File: src/rtl/i2c_chanctl_pkg.sv
package i2c_chanctl_pkg;

   typedef enum logic [2:0] {
      ST_IDLE   = 3'd0,
      ST_ADDR   = 3'd1,
      ST_ACK_A  = 3'd2,
      ST_WR     = 3'd3,
      ST_ACK_W  = 3'd4,
      ST_RD     = 3'd5,
      ST_RD_ACK = 3'd6
   } eng_state_t;

   localparam int CTRL_W  = 8;
   localparam int DIR_BIT = 7;
   localparam int MAX_CH  = 4;

endpackage

File: src/rtl/i2c_line_sampler.sv
module i2c_line_sampler #(
   parameter int SYNC_STAGES = 2
) (
   input  logic clk,
   input  logic rst_n,
   input  logic scl_i,
   input  logic sda_i,
   output logic scl_o,
   output logic sda_o,
   output logic scl_rise_o,
   output logic scl_fall_o,
   output logic start_o,
   output logic stop_o
);

   localparam int LINES = 2;

   if (SYNC_STAGES < 2) begin : g_bad_sync
      $error("SYNC_STAGES must be at least 2");
   end

   logic [LINES-1:0] raw;
   logic [LINES-1:0] synced;
   logic [LINES-1:0] prev;

   assign raw = {sda_i, scl_i};

   for (genvar l = 0; l < LINES; l++) begin : g_line
      logic [SYNC_STAGES-1:0] chain;
      always_ff @(posedge clk or negedge rst_n) begin
         if (!rst_n) chain <= '1;
         else        chain <= {chain[SYNC_STAGES-2:0], raw[l]};
      end
      assign synced[l] = chain[SYNC_STAGES-1];
   end

   always_ff @(posedge clk or negedge rst_n) begin
      if (!rst_n) prev <= '1;
      else        prev <= synced;
   end

   assign scl_o      = synced[0];
   assign sda_o      = synced[1];
   assign scl_rise_o = synced[0] & ~prev[0];
   assign scl_fall_o = ~synced[0] & prev[0];
   assign start_o    = synced[0] & prev[0] & prev[1] & ~synced[1];
   assign stop_o     = synced[0] & prev[0] & ~prev[1] & synced[1];

endmodule

File: src/rtl/i2c_target_engine.sv
module i2c_target_engine
   import i2c_chanctl_pkg::*;
#(
   parameter logic [3:0] ADDR_FIXED = 4'b1110,
   parameter int         STRAP_W    = 3
) (
   input  logic               clk,
   input  logic               rst_n,
   input  logic               ready_i,
   input  logic [STRAP_W-1:0] strap_i,
   input  logic               sda_s_i,
   input  logic               scl_rise_i,
   input  logic               scl_fall_i,
   input  logic               start_i,
   input  logic               stop_i,
   input  logic [CTRL_W-1:0]  rd_byte_i,
   output logic               pull_o,
   output logic               capt_o,
   output logic [CTRL_W-1:0]  capt_byte_o
);

   localparam int ADDR_W = 4 + STRAP_W;

   if (ADDR_W != 7) begin : g_bad_addr
      $error("fixed bits plus straps must form a 7-bit address");
   end

   eng_state_t        st;
   logic [2:0]        bitn;
   logic [CTRL_W-1:0] sh;
   logic [CTRL_W-1:0] rd_sh;
   logic [CTRL_W-1:0] rx_byte;
   logic              addr_hit;

   assign rx_byte  = {sh[CTRL_W-2:0], sda_s_i};
   assign addr_hit = (rx_byte[CTRL_W-1:1] == {ADDR_FIXED, strap_i});

   always_ff @(posedge clk or negedge rst_n) begin
      if (!rst_n) begin
         st          <= ST_IDLE;
         bitn        <= '0;
         sh          <= '0;
         rd_sh       <= '0;
         pull_o      <= 1'b0;
         capt_o      <= 1'b0;
         capt_byte_o <= '0;
      end else if (!ready_i) begin
         st          <= ST_IDLE;
         bitn        <= '0;
         sh          <= '0;
         rd_sh       <= '0;
         pull_o      <= 1'b0;
         capt_o      <= 1'b0;
      end else begin
         capt_o <= 1'b0;
         if (start_i) begin
            st     <= ST_ADDR;
            bitn   <= '0;
            pull_o <= 1'b0;
         end else if (stop_i) begin
            st     <= ST_IDLE;
            bitn   <= '0;
            pull_o <= 1'b0;
         end else begin
            if (scl_rise_i) begin
               case (st)
                  ST_ADDR: begin
                     sh   <= rx_byte;
                     bitn <= bitn + 3'd1;
                     if (bitn == 3'd7) st <= addr_hit ? ST_ACK_A : ST_IDLE;
                  end
                  ST_ACK_A: begin
                     bitn <= '0;
                     if (sh[0]) begin
                        st    <= ST_RD;
                        rd_sh <= rd_byte_i;
                     end else begin
                        st <= ST_WR;
                     end
                  end
                  ST_WR: begin
                     sh   <= rx_byte;
                     bitn <= bitn + 3'd1;
                     if (bitn == 3'd7) begin
                        st          <= ST_ACK_W;
                        capt_o      <= 1'b1;
                        capt_byte_o <= rx_byte;
                     end
                  end
                  ST_ACK_W: st <= ST_IDLE;
                  ST_RD: begin
                     bitn <= bitn + 3'd1;
                     if (bitn == 3'd7) st <= ST_RD_ACK;
                  end
                  ST_RD_ACK: begin
                     if (!sda_s_i) begin
                        st    <= ST_RD;
                        rd_sh <= rd_byte_i;
                        bitn  <= '0;
                     end else begin
                        st <= ST_IDLE;
                     end
                  end
                  default: ;
               endcase
            end
            if (scl_fall_i) begin
               case (st)
                  ST_ACK_A, ST_ACK_W: pull_o <= 1'b1;
                  ST_RD: begin
                     pull_o <= ~rd_sh[CTRL_W-1];
                     rd_sh  <= {rd_sh[CTRL_W-2:0], 1'b0};
                  end
                  default: pull_o <= 1'b0;
               endcase
            end
         end
      end
   end

endmodule

File: src/rtl/chanctl_store.sv
module chanctl_store
   import i2c_chanctl_pkg::*;
#(
   parameter int CH_COUNT   = 4,
   parameter int POR_CYCLES = 64
) (
   input  logic                clk,
   input  logic                rst_n,
   input  logic                capt_i,
   input  logic [CTRL_W-1:0]   capt_byte_i,
   input  logic                drop_i,
   input  logic                commit_i,
   output logic                ready_o,
   output logic                dir_o,
   output logic [CH_COUNT-1:0] en_o,
   output logic [CTRL_W-1:0]   rd_byte_o
);

   localparam int CW = $clog2(POR_CYCLES + 1);

   if (POR_CYCLES < 1) begin : g_bad_por
      $error("POR_CYCLES must be at least 1");
   end
   if (CH_COUNT < 1 || CH_COUNT > MAX_CH) begin : g_bad_ch
      $error("CH_COUNT out of range");
   end

   logic [CW-1:0] por_cnt;
   logic          pend_v;
   logic          pend_dir;

   assign ready_o = (por_cnt == CW'(POR_CYCLES));

   always_ff @(posedge clk or negedge rst_n) begin
      if (!rst_n)        por_cnt <= '0;
      else if (!ready_o) por_cnt <= por_cnt + 1'b1;
   end

   always_ff @(posedge clk or negedge rst_n) begin
      if (!rst_n) begin
         pend_v   <= 1'b0;
         pend_dir <= 1'b0;
         dir_o    <= 1'b0;
      end else if (!ready_o) begin
         pend_v   <= 1'b0;
      end else if (commit_i) begin
         pend_v <= 1'b0;
         if (pend_v) dir_o <= pend_dir;
      end else if (drop_i) begin
         pend_v <= 1'b0;
      end else if (capt_i) begin
         pend_v   <= 1'b1;
         pend_dir <= capt_byte_i[DIR_BIT];
      end
   end

   for (genvar c = 0; c < CH_COUNT; c++) begin : g_ch
      logic pend_bit;
      always_ff @(posedge clk or negedge rst_n) begin
         if (!rst_n) begin
            pend_bit <= 1'b0;
            en_o[c]  <= 1'b0;
         end else if (ready_o) begin
            if (commit_i && pend_v) en_o[c]  <= pend_bit;
            else if (capt_i)        pend_bit <= capt_byte_i[c];
         end
      end
   end

   always_comb begin
      rd_byte_o                = '0;
      rd_byte_o[DIR_BIT]       = dir_o;
      rd_byte_o[CH_COUNT-1:0]  = en_o;
   end

endmodule

File: src/rtl/i2c_chanctl_target.sv
module i2c_chanctl_target
   import i2c_chanctl_pkg::*;
#(
   parameter int         CH_COUNT    = 4,
   parameter int         STRAP_W     = 3,
   parameter int         SYNC_STAGES = 2,
   parameter int         POR_CYCLES  = 64,
   parameter logic [3:0] ADDR_FIXED  = 4'b1110
) (
   input  logic                clk,
   input  logic                rst_n,
   input  logic [STRAP_W-1:0]  strap_i,
   input  logic                scl_i,
   input  logic                sda_i,
   output logic                sda_pull_o,
   output logic                clk_dir_o,
   output logic [CH_COUNT-1:0] chan_en_o
);

   logic              scl_lvl;
   logic              sda_lvl;
   logic              scl_rise;
   logic              scl_fall;
   logic              start_p;
   logic              stop_p;
   logic              ready;
   logic              capt;
   logic [CTRL_W-1:0] capt_byte;
   logic [CTRL_W-1:0] rd_byte;

   i2c_line_sampler #(.SYNC_STAGES(SYNC_STAGES)) u_samp (
      .clk        (clk),
      .rst_n      (rst_n),
      .scl_i      (scl_i),
      .sda_i      (sda_i),
      .scl_o      (scl_lvl),
      .sda_o      (sda_lvl),
      .scl_rise_o (scl_rise),
      .scl_fall_o (scl_fall),
      .start_o    (start_p),
      .stop_o     (stop_p)
   );

   i2c_target_engine #(.ADDR_FIXED(ADDR_FIXED), .STRAP_W(STRAP_W)) u_eng (
      .clk         (clk),
      .rst_n       (rst_n),
      .ready_i     (ready),
      .strap_i     (strap_i),
      .sda_s_i     (sda_lvl),
      .scl_rise_i  (scl_rise),
      .scl_fall_i  (scl_fall),
      .start_i     (start_p),
      .stop_i      (stop_p),
      .rd_byte_i   (rd_byte),
      .pull_o      (sda_pull_o),
      .capt_o      (capt),
      .capt_byte_o (capt_byte)
   );

   chanctl_store #(.CH_COUNT(CH_COUNT), .POR_CYCLES(POR_CYCLES)) u_store (
      .clk         (clk),
      .rst_n       (rst_n),
      .capt_i      (capt),
      .capt_byte_i (capt_byte),
      .drop_i      (start_p),
      .commit_i    (stop_p),
      .ready_o     (ready),
      .dir_o       (clk_dir_o),
      .en_o        (chan_en_o),
      .rd_byte_o   (rd_byte)
   );

endmodule

File: config.mk
export PLATFORM = sky130hd
export DESIGN_NAME = i2c_chanctl_target
export DESIGN_NICKNAME = d
export VERILOG_FILES = /design/src/rtl/i2c_chanctl_pkg.sv /design/src/rtl/i2c_line_sampler.sv /design/src/rtl/i2c_target_engine.sv /design/src/rtl/chanctl_store.sv /design/src/rtl/i2c_chanctl_target.sv
export SDC_FILE = /design/constraint.sdc
export NUM_CORES = 1
export LEC_CHECK = 0
export ABC_CLOCK_PERIOD_IN_PS = 4100
export BUFFER_PORTS_ARGS = -buffer_cell sky130_fd_sc_hd__buf_2
export CORE_AREA = 2 2 65 92
export CTS_CLUSTER_SIZE = 8
export DETAILED_ROUTE_END_ITERATION = 10
export DIE_AREA = 0 0 67 94
export PLACE_DENSITY = 0.63
export SYNTH_ARGS = -nofsm -noshare
export SYNTH_HDL_FRONTEND = slang
export SYNTH_HIERARCHICAL = 1
export SYNTH_SLANG_ARGS = --single-unit
export TNS_END_PERCENT = 50
File: constraint.sdc
create_clock -name clk -period 4.1 [get_ports clk]
set_input_delay 0.615 -clock clk [delete_from_list [all_inputs] [get_ports clk]]
set_output_delay 0.615 -clock clk [all_outputs]
set_load 0.01 [all_outputs]
# After elaboration in Yosys (flattened, before gate mapping)
# Index checks and enable logic that the tools add are counted.
[classes]
n_addsub = 2
eq_ne = 22
mux = 46
bitwise_logic = 15
reduce_logical = 13
[op_table]
columns = ["op", "n"]
rows = [
  ["$mux W8", 8],
  ["$mux W3", 14],
  ["$mux W7", 5],
  ["$ne A5 B4 Y1 const B", 4],
  ["$pmux W3 S6", 1],
  ["$pmux W8 S2", 1],
  ["$mux W1", 14],
  ["$eq A3 B3 Y1 const B", 4],
  ["$ne A4 B3 Y1 const B", 3],
  ["$ne A9 B8 Y1 const B", 1],
  ["$pmux W3 S3", 1],
  ["$reduce_and A3 Y1", 3],
  ["$ne A2 B2 Y1 const B", 4],
  ["$not A1 Y1", 8],
  ["$reduce_and A4 Y1", 2],
  ["$add A7 B1 Y7 const B", 1],
  ["$and A1 B1 Y1", 7],
  ["$eq A7 B7 Y1", 1],
  ["$eq A7 B7 Y1 const B", 1],
  ["$eq A3 B2 Y1 const B", 2],
  ["$ne A6 B5 Y1 const B", 1],
  ["$reduce_and A6 Y1", 1],
  ["$reduce_and A5 Y1", 1],
  ["$reduce_and A2 Y1", 2],
  ["other kinds (7)", 8],
]
[word_totals]
ff_bits = 55
input_bits = 7
out_inout_bits = 6
word_cells = 120

# Logic depth before layout (Yosys ltp)
[logic_depth]
word_depth = 8
ltp_mapped = 12
mapped_depth_nobuf = 9

# Cells and area by module
# Netlist, hierarchy kept.
[by_module_without_submodules]
columns = ["mod", "instances", "cells_per_inst", "area_per_inst_um2", "seq_area_each_um2"]
rows = [
  ["i2c_target_engine", 1, 139, 1579.0, 775.7],
  ["chanctl_store", 1, 65, 827.0, 450.4],
  ["i2c_line_sampler", 1, 10, 190.2, 157.7],
]

# Least setup slack after synthesis
# No wires, ideal clock.
[synth_timing]
path_kind = "reg-to-reg"
start = "register u_store.por_cnt[0]"
end = "register u_eng.capt_byte_o[0]"
setup_time_ps = 125
t_arrival_ps = 2420
required_time_ps = 3975
setup_slack_ps = 1555
path_stages_with_launch = 13
synth_period_minus_slack_ps = 2545
path_cell_list = "dfrtp_1 > inv_1 > ha_1 > nor4b_4 > nand2_1 > inv_1 > buf_6 > or3b_1 > buf_6 > nor2_8 > and3_4 > buf_12 > mux2_4"
[synth_between]
elab_chain_cells = 2
[synth_lines]
columns = ["item", "line", "source"]
rows = [
  ["start: declaration", "chanctl_store.sv:28", "logic [CW-1:0] por_cnt;"],
  ["start signal: assignment", "chanctl_store.sv:36", "else if (!ready_o) por_cnt <= por_cnt + 1'b1;"],
  ["$eq A7 B7 Y1", "chanctl_store.sv:32", "assign ready_o = (por_cnt == CW'(POR_CYCLES));"],
  ["net ready", "i2c_chanctl_target.sv:26", "logic ready;"],
  ["$reduce_and A6 Y1 (no source line)", "-", ""],
  ["end signal: assignment", "i2c_target_engine.sv:87", "capt_byte_o <= rx_byte;"],
  ["end: declaration", "i2c_target_engine.sv:19", "output logic [CTRL_W-1:0] capt_byte_o"],
]
# The timed path passes the listed nets, and every way through them passes these cells.
# A chain may end at the register's enable or synchronous reset.

# Worst setup path after layout
# Same ends and word-level chain as after synthesis.

==> out/qor.yml <==
place:
  io_buffers: 12
  routabilityCongestion: 0.775
  dp_hpwl_um: 2930
  dpl_worst_slack_ns: 1.26
yosys:
  yosysWarnings: 6
  avgSynthCellArea_um2: 11.9
  netlist_area_mm2: 0.00248
  synthCells: 208
global_routing:
  grt_max_degree: 53
  antenna_found_initial: 0
  grt_pass1_vias: 1470
  grt.total_usage_pct: 15.0
  grtUsageMet2_pct: 24.5
  grt_util_met1_pct: 19.2
  busiest_layer: "met2"
  overflow: 0
  grtUsageMet3_pct: 2.76
  grt_pass1_wl_um: 7090
floorplan:
  die_x_um: 67
  die_y_um: 94
  start_util_pct: 45.5
  dieArea_mm2: 0.00630
  io_pins: 13
  coreArea_mm2: 0.00545
  rows: 32
clocking:
  clkLatencyLatePin_ns: 0.30
  cts_buffers: 5
  cts_tree: "done"
  clk_path_buf_depth: 2
  root_buffer: "clkbuf_8"
  holdBufCountCts: 0
  clock-sinks: 52
  h-tree-depth: 2
  path_clk_slew_ns: 0.08
  ctsResizeCount: 0
  postCtsSetupRepairBufs: 0
final_layout:
  area_delta_synth_final_pct: 5.51
  drive_above_1_share_pct: 25.6
  nFillCells: 519
  n_antenna_cell: 0
  nets: 226
timing:
  grt_setup_unrepaired: "false"
  fin_crit_ns: 2.86
  slew-limit-headroom_pct: 57.8
  drv_slew: 0
  fin_skew_ns: 0.0106
  period_share_pct: 69.7
  finalHoldViolations: 0
  fmax_mhz: 350
  fin_setup_tns_ns: 0
  setup-violations-final: 0
  setup_ws_ns: 1.24
  tightest_slew_ns: 0.633
worst_setup_path:
  crit_path_max_fanout: 12
  worst-setup-path-type: "flip-flop to flip-flop"
  cp.arrival_ns: 3.04
  required_ns: 4.28
  critical_path.startpoint_type: "flip-flop"
  end_kind: "flip-flop"
route:
  ant_nets: 0
  drt_pass1_iterations: 4
  vias: 1542
  drc: 0
  first_iter_violations: 52
  wl_per_cell_um: 15.0
  wl_um: 4240
  vias_per_cell: 5.45
power_and_ir_drop:
  total_power_mw: 0.843
  p_leak_nw: 1.13
  vdd_drop_max_v: 0.000218
  p_per_area_mw_per_mm2: 323
min_path:
  hold_class: "flip-flop to flip-flop"
status:
  status: "finished clean"
flow_run:
  cap_violations: 0
-- where the power goes --
part | total (mW) | switching (mW) | internal [mW]
Clock | 0.302 | 0.152 | 0.150
Combinational | 0.0206 | 0.0151 | 0.00550
Sequential | 0.520 | 0.00259 | 0.518
-- state kept, by name, indices dropped and copies added (netlist names), 2 cells and up --
| signal | cells |
|---|---|
| u_store/g_ch.pend_bit | 4 |
| u_store/por_cnt | 7 |
| u_eng/rd_sh | 8 |
| u_eng/st | 3 |
| u_samp/prev | 2 |
| u_eng/bitn | 3 |
| u_store/en_o | 4 |
| u_eng/capt_byte_o | 5 |
| u_samp/g_line.chain | 4 |
| u_eng/sh | 7 |
-- layer usage --
layer	wire (um)	vias up	share of wire [%]
li1	-	748	-
met1	1860	772	44
met2	2200	14	52
met3	94	8	2.2
met4	80	0	1.9
met5	0	-	0
-- cell usage in the layout (no fill, tap or decap), types with 3 or more instances in the layout --
master    instances
buf_2            12
nor2_1           11
nor3_1            4
xnor2_1           9
nand2_1           6
dfstp_2           6
o221ai_1          8
a22o_2            7
nand3_1           7
dfrtp_1          46
nand3b_1          3
mux2_4            5
ha_1              4
a21oi_1          11
conb_1            3
mux2_2           11
nand4_1           4
clkbuf_8          7
o21ai_0           6
and4b_1           3
inv_1            14
nor2b_1           4
-- through the flow --
| stage | hold WS [ns] | area [um^2] | utilization [%] | std cells |
|---|---|---|---|---|
| 2_1_floorplan | 0.319 | 2480 | - | 210 |
| 3_3_place_gp | 0.346 | 2520 | 46.2 | 276 |
| 3_5_place_dp | 0.349 | 2520 | 46.2 | 276 |
| 4_1_cts | 0.360 | 2610 | 48.0 | 283 |
| 5_1_grt | 0.362 | 2610 | 48.0 | 283 |
| 6_report | 0.358 | 2610 | 48.0 | 283 |
-- area by class of cell --
| type | instances | area, um^2 | area share (%) |
|---|---|---|---|
| Sequential cell | 52 | 1310 | 50.1 |
| Multi-Input combinational cell | 129 | 1000 | 38.4 |
| Clock buffer | 7 | 96.3 | 3.69 |
| Tap cell | 68 | 85.1 | 3.26 |
| Timing Repair Buffer | 13 | 67.6 | 2.59 |
| Inverter | 14 | 52.6 | 2.01 |
-- path summary, 6_finish.rpt --
check	slack, ns	cells past startpoint	start	endpoint
worst max-delay path	1.24	9	u_store/por_cnt[0]	u_eng/capt_byte_o[0]
worst min-delay path	0.36	0	u_samp/g_line[0].chain[0]	u_samp/g_line[0].chain[1]
worst max register to register	1.24	9	u_store/por_cnt[0]	u_eng/capt_byte_o[0]
worst min register to register	0.36	0	u_samp/g_line[0].chain[0]	u_samp/g_line[0].chain[1]
max in group asynchronous	3.25	2	rst_n	u_eng/sh[2]
min in group asynchronous	0.41	2	rst_n	u_store/en_o[1]
-- critical path, cell delays in order (launching register included) --
cell,delay [ns]
dfrtp_1,0.43
inv_1,0.08
ha_1,0.15
nor4b_4,0.26
nand2_1,0.14
inv_1,0.32
or3b_1,0.57
nor2_8,0.20
and3_4,0.28
mux2_4,0.31
No activity file was read; power rests on OpenSTA's default activity.
